`config.mk`:
```
export PLATFORM = sky130hd
export DESIGN_NAME = branch_target_unit
export DESIGN_NICKNAME = d
export VERILOG_FILES = /design/src/rtl/brtgt_pkg.sv /design/src/rtl/brtgt_cond.sv /design/src/rtl/brtgt_seq.sv /design/src/rtl/branch_target_unit.sv
export SDC_FILE = /design/constraint.sdc
export NUM_CORES = 1
export LEC_CHECK = 0
export BUFFER_PORTS_ARGS = -buffer_cell sky130_fd_sc_hd__buf_2
export CORE_UTILIZATION = 39
export DETAILED_ROUTE_END_ITERATION = 6
export GPL_TIMING_DRIVEN = 0
export PLACE_DENSITY_LB_ADDON = 0.12
export SLEW_MARGIN = 20
export SYNTH_ARGS = -nofsm -noshare
export SYNTH_HDL_FRONTEND = slang
export SYNTH_SLANG_ARGS = --single-unit
```
`constraint.sdc`:
```
create_clock -name clk -period 9.3 [get_ports clk]
set_input_delay 0.93 -clock clk [delete_from_list [all_inputs] [get_ports clk]]
set_output_delay 0.93 -clock clk [all_outputs]
set_load 0.02 [all_outputs]
```
`src/rtl/brtgt_pkg.sv`:
```
package brtgt_pkg;

   typedef enum logic [1:0] {
      ST_IDLE,
      ST_EXT16,
      ST_EXT32_HI,
      ST_EXT32_LO
   } brtgt_state_e;

   typedef struct packed {
      logic n;
      logic z;
      logic v;
      logic c;
   } brtgt_flags_t;

   localparam logic [3:0] BR_CLASS  = 4'b0110;
   localparam logic [7:0] SENT_WORD = 8'h00;
   localparam logic [7:0] SENT_LONG = 8'hFF;

   function automatic logic cond_holds(input logic [3:0] cc, input brtgt_flags_t f);
      logic r;
      case (cc)
         4'h0: r = 1'b1;
         4'h1: r = 1'b0;
         4'h2: r = !f.c && !f.z;
         4'h3: r = f.c || f.z;
         4'h4: r = !f.c;
         4'h5: r = f.c;
         4'h6: r = !f.z;
         4'h7: r = f.z;
         4'h8: r = !f.v;
         4'h9: r = f.v;
         4'hA: r = !f.n;
         4'hB: r = f.n;
         4'hC: r = (f.n == f.v);
         4'hD: r = (f.n != f.v);
         4'hE: r = !f.z && (f.n == f.v);
         default: r = f.z || (f.n != f.v);
      endcase
      return r;
   endfunction

endpackage

```
`src/rtl/brtgt_cond.sv`:
```
module brtgt_cond
   import brtgt_pkg::*;
#(
   parameter logic [3:0] UNSUP_CC = 4'b0001
) (
   input  logic [3:0]   cc,
   input  brtgt_flags_t flags,
   output logic         hit,
   output logic         unsup
);
   localparam int NUM_CC = 16;

   logic [NUM_CC-1:0] hit_vec;

   for (genvar i = 0; i < NUM_CC; i++) begin : g_cc
      assign hit_vec[i] = cond_holds(4'(i), flags);
   end

   assign hit   = hit_vec[cc];
   assign unsup = (cc == UNSUP_CC);

endmodule

```
`src/rtl/brtgt_seq.sv`:
```
module brtgt_seq
   import brtgt_pkg::*;
#(
   parameter int WORD_W = 16,
   parameter int ADDR_W = 32
) (
   input  logic              clk,
   input  logic              rst,
   input  logic              word_valid,
   input  logic [WORD_W-1:0] word_in,
   input  logic [ADDR_W-1:0] op_addr,
   input  brtgt_flags_t      flags_in,
   output logic              fin,
   output logic              non_br,
   output logic [3:0]        fin_cc,
   output brtgt_flags_t      fin_flags,
   output logic [ADDR_W-1:0] fin_base,
   output logic [ADDR_W-1:0] fin_disp,
   output logic [1:0]        fin_ext
);
   localparam int CLS_MSB = WORD_W - 1;
   localparam int CC_MSB  = WORD_W - 5;

   if (WORD_W < 16) begin : g_bad_word
      $error("brtgt_seq: WORD_W must be at least 16");
   end
   if (ADDR_W < 2 * WORD_W) begin : g_bad_addr
      $error("brtgt_seq: ADDR_W must hold two extension words");
   end

   brtgt_state_e      state, state_nx;
   logic [3:0]        cc_q;
   brtgt_flags_t      flags_q;
   logic [ADDR_W-1:0] base_q;
   logic [WORD_W-1:0] hi_q;

   logic       acc_op, is_br;
   logic [7:0] lo;

   assign acc_op = word_valid && (state == ST_IDLE);
   assign is_br  = (word_in[CLS_MSB -: 4] == BR_CLASS);
   assign non_br = acc_op && !is_br;
   assign lo     = word_in[7:0];

   always_comb begin
      state_nx  = state;
      fin       = 1'b0;
      fin_cc    = cc_q;
      fin_flags = flags_q;
      fin_base  = base_q;
      fin_disp  = '0;
      fin_ext   = 2'd0;
      case (state)
         ST_IDLE: begin
            if (word_valid && is_br) begin
               if (lo == SENT_WORD) begin
                  state_nx = ST_EXT16;
               end else if (lo == SENT_LONG) begin
                  state_nx = ST_EXT32_HI;
               end else begin
                  fin       = 1'b1;
                  fin_cc    = word_in[CC_MSB -: 4];
                  fin_flags = flags_in;
                  fin_base  = op_addr;
                  fin_disp  = ADDR_W'($signed(lo));
               end
            end
         end
         ST_EXT16: begin
            if (word_valid) begin
               fin      = 1'b1;
               fin_disp = ADDR_W'($signed(word_in));
               fin_ext  = 2'd1;
               state_nx = ST_IDLE;
            end
         end
         ST_EXT32_HI: begin
            if (word_valid) state_nx = ST_EXT32_LO;
         end
         default: begin
            if (word_valid) begin
               fin      = 1'b1;
               fin_disp = ADDR_W'($signed({hi_q, word_in}));
               fin_ext  = 2'd2;
               state_nx = ST_IDLE;
            end
         end
      endcase
   end

   always_ff @(posedge clk) begin
      if (rst) begin
         state   <= ST_IDLE;
         cc_q    <= '0;
         flags_q <= '0;
         base_q  <= '0;
         hi_q    <= '0;
      end else begin
         state <= state_nx;
         if (acc_op && is_br) begin
            cc_q    <= word_in[CC_MSB -: 4];
            flags_q <= flags_in;
            base_q  <= op_addr;
         end
         if (state == ST_EXT32_HI && word_valid) hi_q <= word_in;
      end
   end


   ext32_order_chk: assert property (@(posedge clk) disable iff (rst)
      (state == ST_EXT32_LO) |-> ($past(state) == ST_EXT32_HI || $past(state) == ST_EXT32_LO));


   nonbr_stays_idle_chk: assert property (@(posedge clk) disable iff (rst)
      non_br |=> (state == ST_IDLE));


   ext16_returns_chk: assert property (@(posedge clk) disable iff (rst)
      (state == ST_EXT16 && word_valid) |=> (state == ST_IDLE));

endmodule

```
`src/rtl/branch_target_unit.sv`:
```
module branch_target_unit
   import brtgt_pkg::*;
#(
   parameter int         ADDR_W   = 32,
   parameter int         WORD_W   = 16,
   parameter logic [3:0] UNSUP_CC = 4'b0001
) (
   input  logic              clk,
   input  logic              rst,
   input  logic              word_valid,
   input  logic [WORD_W-1:0] word_in,
   input  logic [ADDR_W-1:0] op_addr,
   input  logic              flag_n,
   input  logic              flag_z,
   input  logic              flag_v,
   input  logic              flag_c,
   output logic              done,
   output logic              taken,
   output logic              unsupported,
   output logic              not_branch,
   output logic [2:0]        instr_len,
   output logic [ADDR_W-1:0] target
);
   localparam logic [ADDR_W-1:0] BASE_OFS = ADDR_W'(WORD_W / 8);
   localparam logic [2:0]        LEN_MIN  = 3'(WORD_W / 8);

   brtgt_flags_t      flags_in, fin_flags;
   logic              fin, non_br, hit, unsup;
   logic [3:0]        fin_cc;
   logic [ADDR_W-1:0] fin_base, fin_disp;
   logic [1:0]        fin_ext;

   assign flags_in = '{n: flag_n, z: flag_z, v: flag_v, c: flag_c};

   brtgt_seq #(.WORD_W(WORD_W), .ADDR_W(ADDR_W)) seq_i (
      .clk       (clk),
      .rst       (rst),
      .word_valid(word_valid),
      .word_in   (word_in),
      .op_addr   (op_addr),
      .flags_in  (flags_in),
      .fin       (fin),
      .non_br    (non_br),
      .fin_cc    (fin_cc),
      .fin_flags (fin_flags),
      .fin_base  (fin_base),
      .fin_disp  (fin_disp),
      .fin_ext   (fin_ext)
   );

   brtgt_cond #(.UNSUP_CC(UNSUP_CC)) cond_i (
      .cc   (fin_cc),
      .flags(fin_flags),
      .hit  (hit),
      .unsup(unsup)
   );

   always_ff @(posedge clk) begin
      if (rst) begin
         done        <= 1'b0;
         not_branch  <= 1'b0;
         taken       <= 1'b0;
         unsupported <= 1'b0;
         instr_len   <= '0;
         target      <= '0;
      end else begin
         done       <= fin;
         not_branch <= non_br;
         if (fin) begin
            taken       <= hit && !unsup;
            unsupported <= unsup;
            instr_len   <= LEN_MIN + {fin_ext, 1'b0};
            target      <= fin_base + BASE_OFS + fin_disp;
         end
      end
   end


   uncond_taken_chk: assert property (@(posedge clk) disable iff (rst)
      (fin && fin_cc == 4'h0) |=> taken);


   unsup_not_taken_chk: assert property (@(posedge clk) disable iff (rst)
      (done && unsupported) |-> !taken);


   len_legal_chk: assert property (@(posedge clk) disable iff (rst)
      done |-> (instr_len == 3'd2 || instr_len == 3'd4 || instr_len == 3'd6));


   done_nb_excl_chk: assert property (@(posedge clk) disable iff (rst)
      !(done && not_branch));


   result_hold_chk: assert property (@(posedge clk) disable iff (rst)
      !fin |=> ($stable(target) && $stable(taken) && $stable(instr_len)));

endmodule

```
Yosys cells after proc, flatten, opt, wreduce, memory -nomap -nowiden
Cells that the tools add are included.
{"block": "word_totals", "input_bits": 55, "latch_bits": 0, "mem_bits_ro": 0, "wordCells": 83, "memories": 0, "output_inout_bits": 39, "reg_bits": 97, "ramBits": 0}
{"block": "classes", "eq_ne": 10, "magnitude_cmp": 1, "n_bitwise": 0, "shifts": 0, "n_addsub": 3, "div": 0, "mux": 34, "multipliers": 0, "n_reduce_logical": 21}
{"cell": "$mux W32", "n": 9}
{"cell": "$pmux W32 S3", "n": 1}
{"cell": "$add A32 B2 Y32 const B", "n": 1}
{"cell": "$add A32 B32 Y32", "n": 1}
{"cell": "$mux W4", "n": 8}
{"cell": "$mux W2", "n": 6}
{"cell": "$eq A8 B8 Y1 const B", "n": 1}
{"cell": "$logic_and A1 B1 Y1", "n": 8}
{"cell": "$logic_not A8 Y1", "n": 1}
{"cell": "$pmux W2 S2", "n": 2}
{"cell": "$logic_not A1 Y1", "n": 6}
{"cell": "$mux W1", "n": 6}
{"cell": "$lt A4 B5 Y1 const B", "n": 1}
{"cell": "$bmux W1 S4", "n": 1}
{"cell": "$eq A4 B1 Y1 const B", "n": 1}
{"cell": "$eq A4 B3 Y1 const B", "n": 1}
{"cell": "$ne A2 B2 Y1 const B", "n": 2}
{"cell": "$reduce_and A4 Y1", "n": 1}
{"cell": "$add A2 B3 Y3 const A", "n": 1}
{"cell": "$ne A3 B3 Y1 const B", "n": 1}
{"cell": "$eq A2 B1 Y1 const B", "n": 1}
{"cell": "$eq A2 B2 Y1 const B", "n": 1}
{"cell": "$logic_not A2 Y1", "n": 1}
{"cell": "$logic_or A1 B1 Y1", "n": 2}
{"cell": "5 further kinds", "n": 5}

Logic depth before layout (Yosys ltp)
{"block": "logic_depth", "depth_word": 10, "ltp_mapped": 20, "depth_no_buf": 17}

Modules after synthesis
Synthesis repeated with hierarchy kept, for this count alone.
{"block": "hier_totals", "cells_unflattened": 767, "hier_area_um2": 6213.5}
{"module": "branch_target_unit", "n_inst": 1, "seq_area_each_um2": 760.7, "area_per_inst_um2": 3228.1, "cells_each": 386}
{"module": "brtgt_seq", "n_inst": 1, "seq_area_each_um2": 1161.1, "area_per_inst_um2": 2894.0, "cells_each": 370}
{"module": "brtgt_cond", "n_inst": 1, "seq_area_each_um2": 0.0, "area_per_inst_um2": 91.3, "cells_each": 11}

Worst setup path after synthesis
Ideal clock, no wire load.
{"block": "synth_timing", "kind": "input to register", "startpoint": "in word_in[15]", "endpoint": "reg target[31]", "setup_time_ps": 62, "arrival_ps": 5087, "slack_ps": 4151, "n_path_buf": 2, "t_required_ps": 9238, "stages": 17, "path_cell_list": "and4bb_2 > nand3_1 > nor3_2 > clkbuf_1 > buf_2 > mux2_2 > ha_1 > ha_1 > fa_1 > a211oi_1 > o21ai_0 > o211ai_1 > a21oi_1 > o2111ai_1 > a21oi_1 > or4_1 > nand3_1"}
{"block": "synth_between", "elab_chain_len": 6, "elab_cells_between_ends": 12, "cone_classes": "2 x add/sub; 1 x eq/ne; 8 x mux; 1 x reduce/logical"}
{"item": "start, declared", "line": "branch_target_unit.sv:11", "text": "input logic [WORD_W-1:0] word_in,"}
{"item": "$eq A4 B3 Y1", "line": "brtgt_seq.sv:41", "text": "assign is_br = (word_in[CLS_MSB -: 4] == BR_CLASS);"}
{"item": "$logic_and A1 B1 Y1", "line": "brtgt_seq.sv:55", "text": "if (word_valid && is_br) begin"}
{"item": "$mux W32", "line": "brtgt_seq.sv:55"}
{"item": "$mux W32", "line": "brtgt_seq.sv:53", "text": "case (state)"}
{"item": "$add A32 B2 Y32", "line": "branch_target_unit.sv:73", "text": "target <= fin_base + BASE_OFS + fin_disp;"}
{"item": "$add A32 B32 Y32", "line": "branch_target_unit.sv:73"}
{"item": "end signal, assigned", "line": "branch_target_unit.sv:73"}
{"item": "end, declared", "line": "branch_target_unit.sv:22", "text": "output logic [ADDR_W-1:0] target"}
Parallel ways exist; a longest one is shown, timed or not.
A chain may end at the register's enable or synchronous reset.

Final worst setup path
{"block": "layout_timing", "startpoint": "in word_in[12]", "endpoint": "reg target[31]"}
The elaborated chain is that of the path after synthesis.

==> impl_metrics.py <==
metrics = {
    "global_route": {
        "grt_use_total": 0.240,
        "grt_pass1_wl_mm": 30.0,
        "overflow": 0,
        "grt_pass1_vias": 5611,
        "antenna_found_initial": 0,
        "grt_max_degree": 19,
    },
    "floorplanning": {
        "chipHeight_microns": 128,
        "die_x_microns": 128,
        "core-area_sq_um": 15300,
        "rows": 45,
        "pin_count": 94,
        "die-area_sq_um": 16300,
        "start_util": 0.403,
    },
    "route": {
        "dr.pass1.iters": 5,
        "antenna_left": 0,
        "viasPerCell": 5.34,
        "wire_per_inst_microns": 16.9,
        "drc": 0,
        "drtIter0Drc": 440,
        "vias": 5880,
        "wl_mm": 18.6,
    },
    "timing": {
        "finalClockSkew_ns": 0.0111,
        "timing_worst_slew_pin_value_ns": 0.725,
        "tns_ns": 0,
        "setup_viol": 0,
        "finalCritPeriodShare": 0.674,
        "fmaxAchievable_mhz": 160,
        "rsz0062_at_grt": "false",
        "hold_viol_final": 0,
        "min_period_ns": 6.27,
        "setup_ws_ns": 3.03,
        "report.final.slew_viol_count": 0,
        "maxSlewHeadroom": 0.504,
    },
    "clocking": {
        "cts.hold.buffers_added": 0,
        "clkTransAtPathRegs_ns": 0.07,
        "clkLatencyLatePin_ns": 0.36,
        "cts_tree": "yes",
        "cts.repair.resized": 0,
        "cts_made_buffers": 9,
        "cts.sinks": 96,
        "cts_root_buffer": "clkbuf_16",
        "post-cts-setup-buffers": 0,
        "htreeDepth": 3,
        "cts_buffer_depth": 2,
    },
    "synthesis": {
        "netlist-cell-type-count": 59,
        "syn-num-nets": 902,
        "ys_async_sr_fraction": 0,
        "yosysWarnings": 0,
        "synth_seq_area_share": 0.311,
        "synth_top_area_frac": 0.311,
        "yosys.area.top_type": "dfxtp_1",
        "synth.area.top_cells": "dfxtp_1 (31%), ha_1 (12%), nand2_1 (11%)",
        "synth_most_common_cell": "nand2_1",
        "syn_area_sq_um": 6170,
        "syn_avg_cell_area_sq_um": 7.86,
        "ys_top_cells_by_count": "nand2_1 (175), a21oi_1 (111), dfxtp_1 (96)",
        "synth_edf_count": 0,
        "synthFlopType": "dfxtp_1",
        "synthCells": 785,
        "yosys_register_bits": 96,
    },
    "place": {
        "portBuffers": 90,
        "hpwl_mm": 14.5,
        "dpl_cell_area_sq_um": 6890,
        "dp.cells": 1086,
        "post-place-ws_ns": 2.74,
        "globalplace.congestion": 0.935,
    },
    "worst_hold_path": {
        "hp-class": "reg2reg",
    },
    "setup_path": {
        "critPathRequiredTime_ns": 9.60,
        "crit_path_end_kind": "flip-flop",
        "crit_path_start_kind": "input port",
        "crit_fanout": 10,
        "arrival_ns": 6.57,
        "setup.worst_path.class": "in2reg",
    },
    "finish": {
        "drive_gt1_frac": 0.173,
        "stdcell_count": 1102,
        "area_growth_pct": 16.6,
        "fin_area_sq_um": 7200,
        "fin_nets": 1003,
        "diodes": 0,
    },
    "power_and_ir_drop": {
        "power.density_nw_per_um2": 124,
        "ir_drop_uv": 79.1,
        "leakage_nw": 3.34,
    },
    "flow_run": {
        "cap_viol_max_count": 0,
    },
    "run_status": {
        "outcome": "finished clean",
    },
}
[metrics by stage]
| stage | util | hold slack (ns) | total power, W |
|---|---|---|---|
| final | 0.470 | 0.446 | 0.000889 |
| after global placement | 0.450 | 0.438 | 0.000500 |
| after CTS | 0.470 | 0.452 | 0.000897 |
| after floorplan | - | 0.434 | 0.000466 |
| after global routing | 0.470 | 0.470 | 0.000922 |
| after detailed placement | 0.450 | 0.443 | 0.000500 |
[final timing paths]
kind | to | cells after the start | slack, ns | start
setup / recovery | target[31] | 20 | 3.03 | word_in[12]
hold reg to reg | target[7] | 2 | 0.45 | target[7]
setup reg to reg | target[31] | 20 | 3.37 | seq_i.state[0]
hold / removal | target[7] | 2 | 0.45 | target[7]
[sequential cells by signal, summed over array words and instances, names as in the netlist]
name,flops
target,32
instr_len,2
seq_i.flags_q,4
seq_i.cc_q,4
seq_i.state,2
not_branch,1
unsupported,1
taken,1
done,1
seq_i.base_q,32
seq_i.hi_q,16
[worst max-delay path, cell delays in order]
cell and delay [ns]:
buf_2 0.12, and4bb_2 0.34, nand3_1 0.26, nor3_2 0.45, or2_2 0.21, clkbuf_1 0.49
clkbuf_1 0.43, nand2_1 0.11, ha_1 0.28, inv_1 0.04, ha_1 0.23, fa_1 0.43
a211oi_1 0.25, o21ai_0 0.27, o211ai_1 0.33, a21oi_1 0.17, o2111ai_1 0.42, a21oi_1 0.18
or4_1 0.52, nand3_1 0.09
[layout by cell type (no fill, tap or decap), drive strengths merged, types with 20 or more instances in the layout]
| master | n |
|---|---|
| o21ai | 24 |
| nor2 | 21 |
| clkbuf | 53 |
| ha | 61 |
| dfxtp | 96 |
| a21o | 29 |
| a21oi | 111 |
| nand2 | 175 |
| nand3 | 24 |
| buf | 94 |
| mux2 | 31 |
| inv | 20 |
[cell families after synthesis]
family | after synthesis | share of synthesized area
XOR/XNOR | 19 | 0.0270
buffers and inverters | 64 | 0.0401
flip-flops | 96 | 0.311
AO/OA/AOI/OAI | 219 | 0.217
AND/OR/NAND/NOR | 288 | 0.212
other | 1 | 0.000608
adder cells (fa/ha/maj) | 62 | 0.127
multiplexers | 36 | 0.0647
[where the power goes]
| part | leakage, nW | switching, W | internal (W) |
|---|---|---|---|
| sequential | 0.774 | 0.00000189 | 0.000414 |
| clock | 0.146 | 0.000184 | 0.000215 |
| combinational | 2.42 | 0.0000478 | 0.0000271 |
| total | 3.34 | 0.000234 | 0.000656 |
[layout make-up]
type / instances / area [sq um]
fillers: 1639 / 8120
multi-input cells: 625 / 4000
flip-flops and latches: 96 / 1920
repair buffers: 90 / 450
well taps: 211 / 264
clock buffers: 9 / 225
plain buffers: 48 / 188
clock inverters: 7 / 85.1
inverters: 16 / 60.1
[metal layers]
layer,up-vias,track usage,share of wire
li1,2993,-,-
met1,2708,0.339,0.49
met2,158,0.371,0.44
met3,21,0.0326,0.055
met4,0,0.0844,0.019
met5,-,0,0
(Power assumes the default switching activity.)
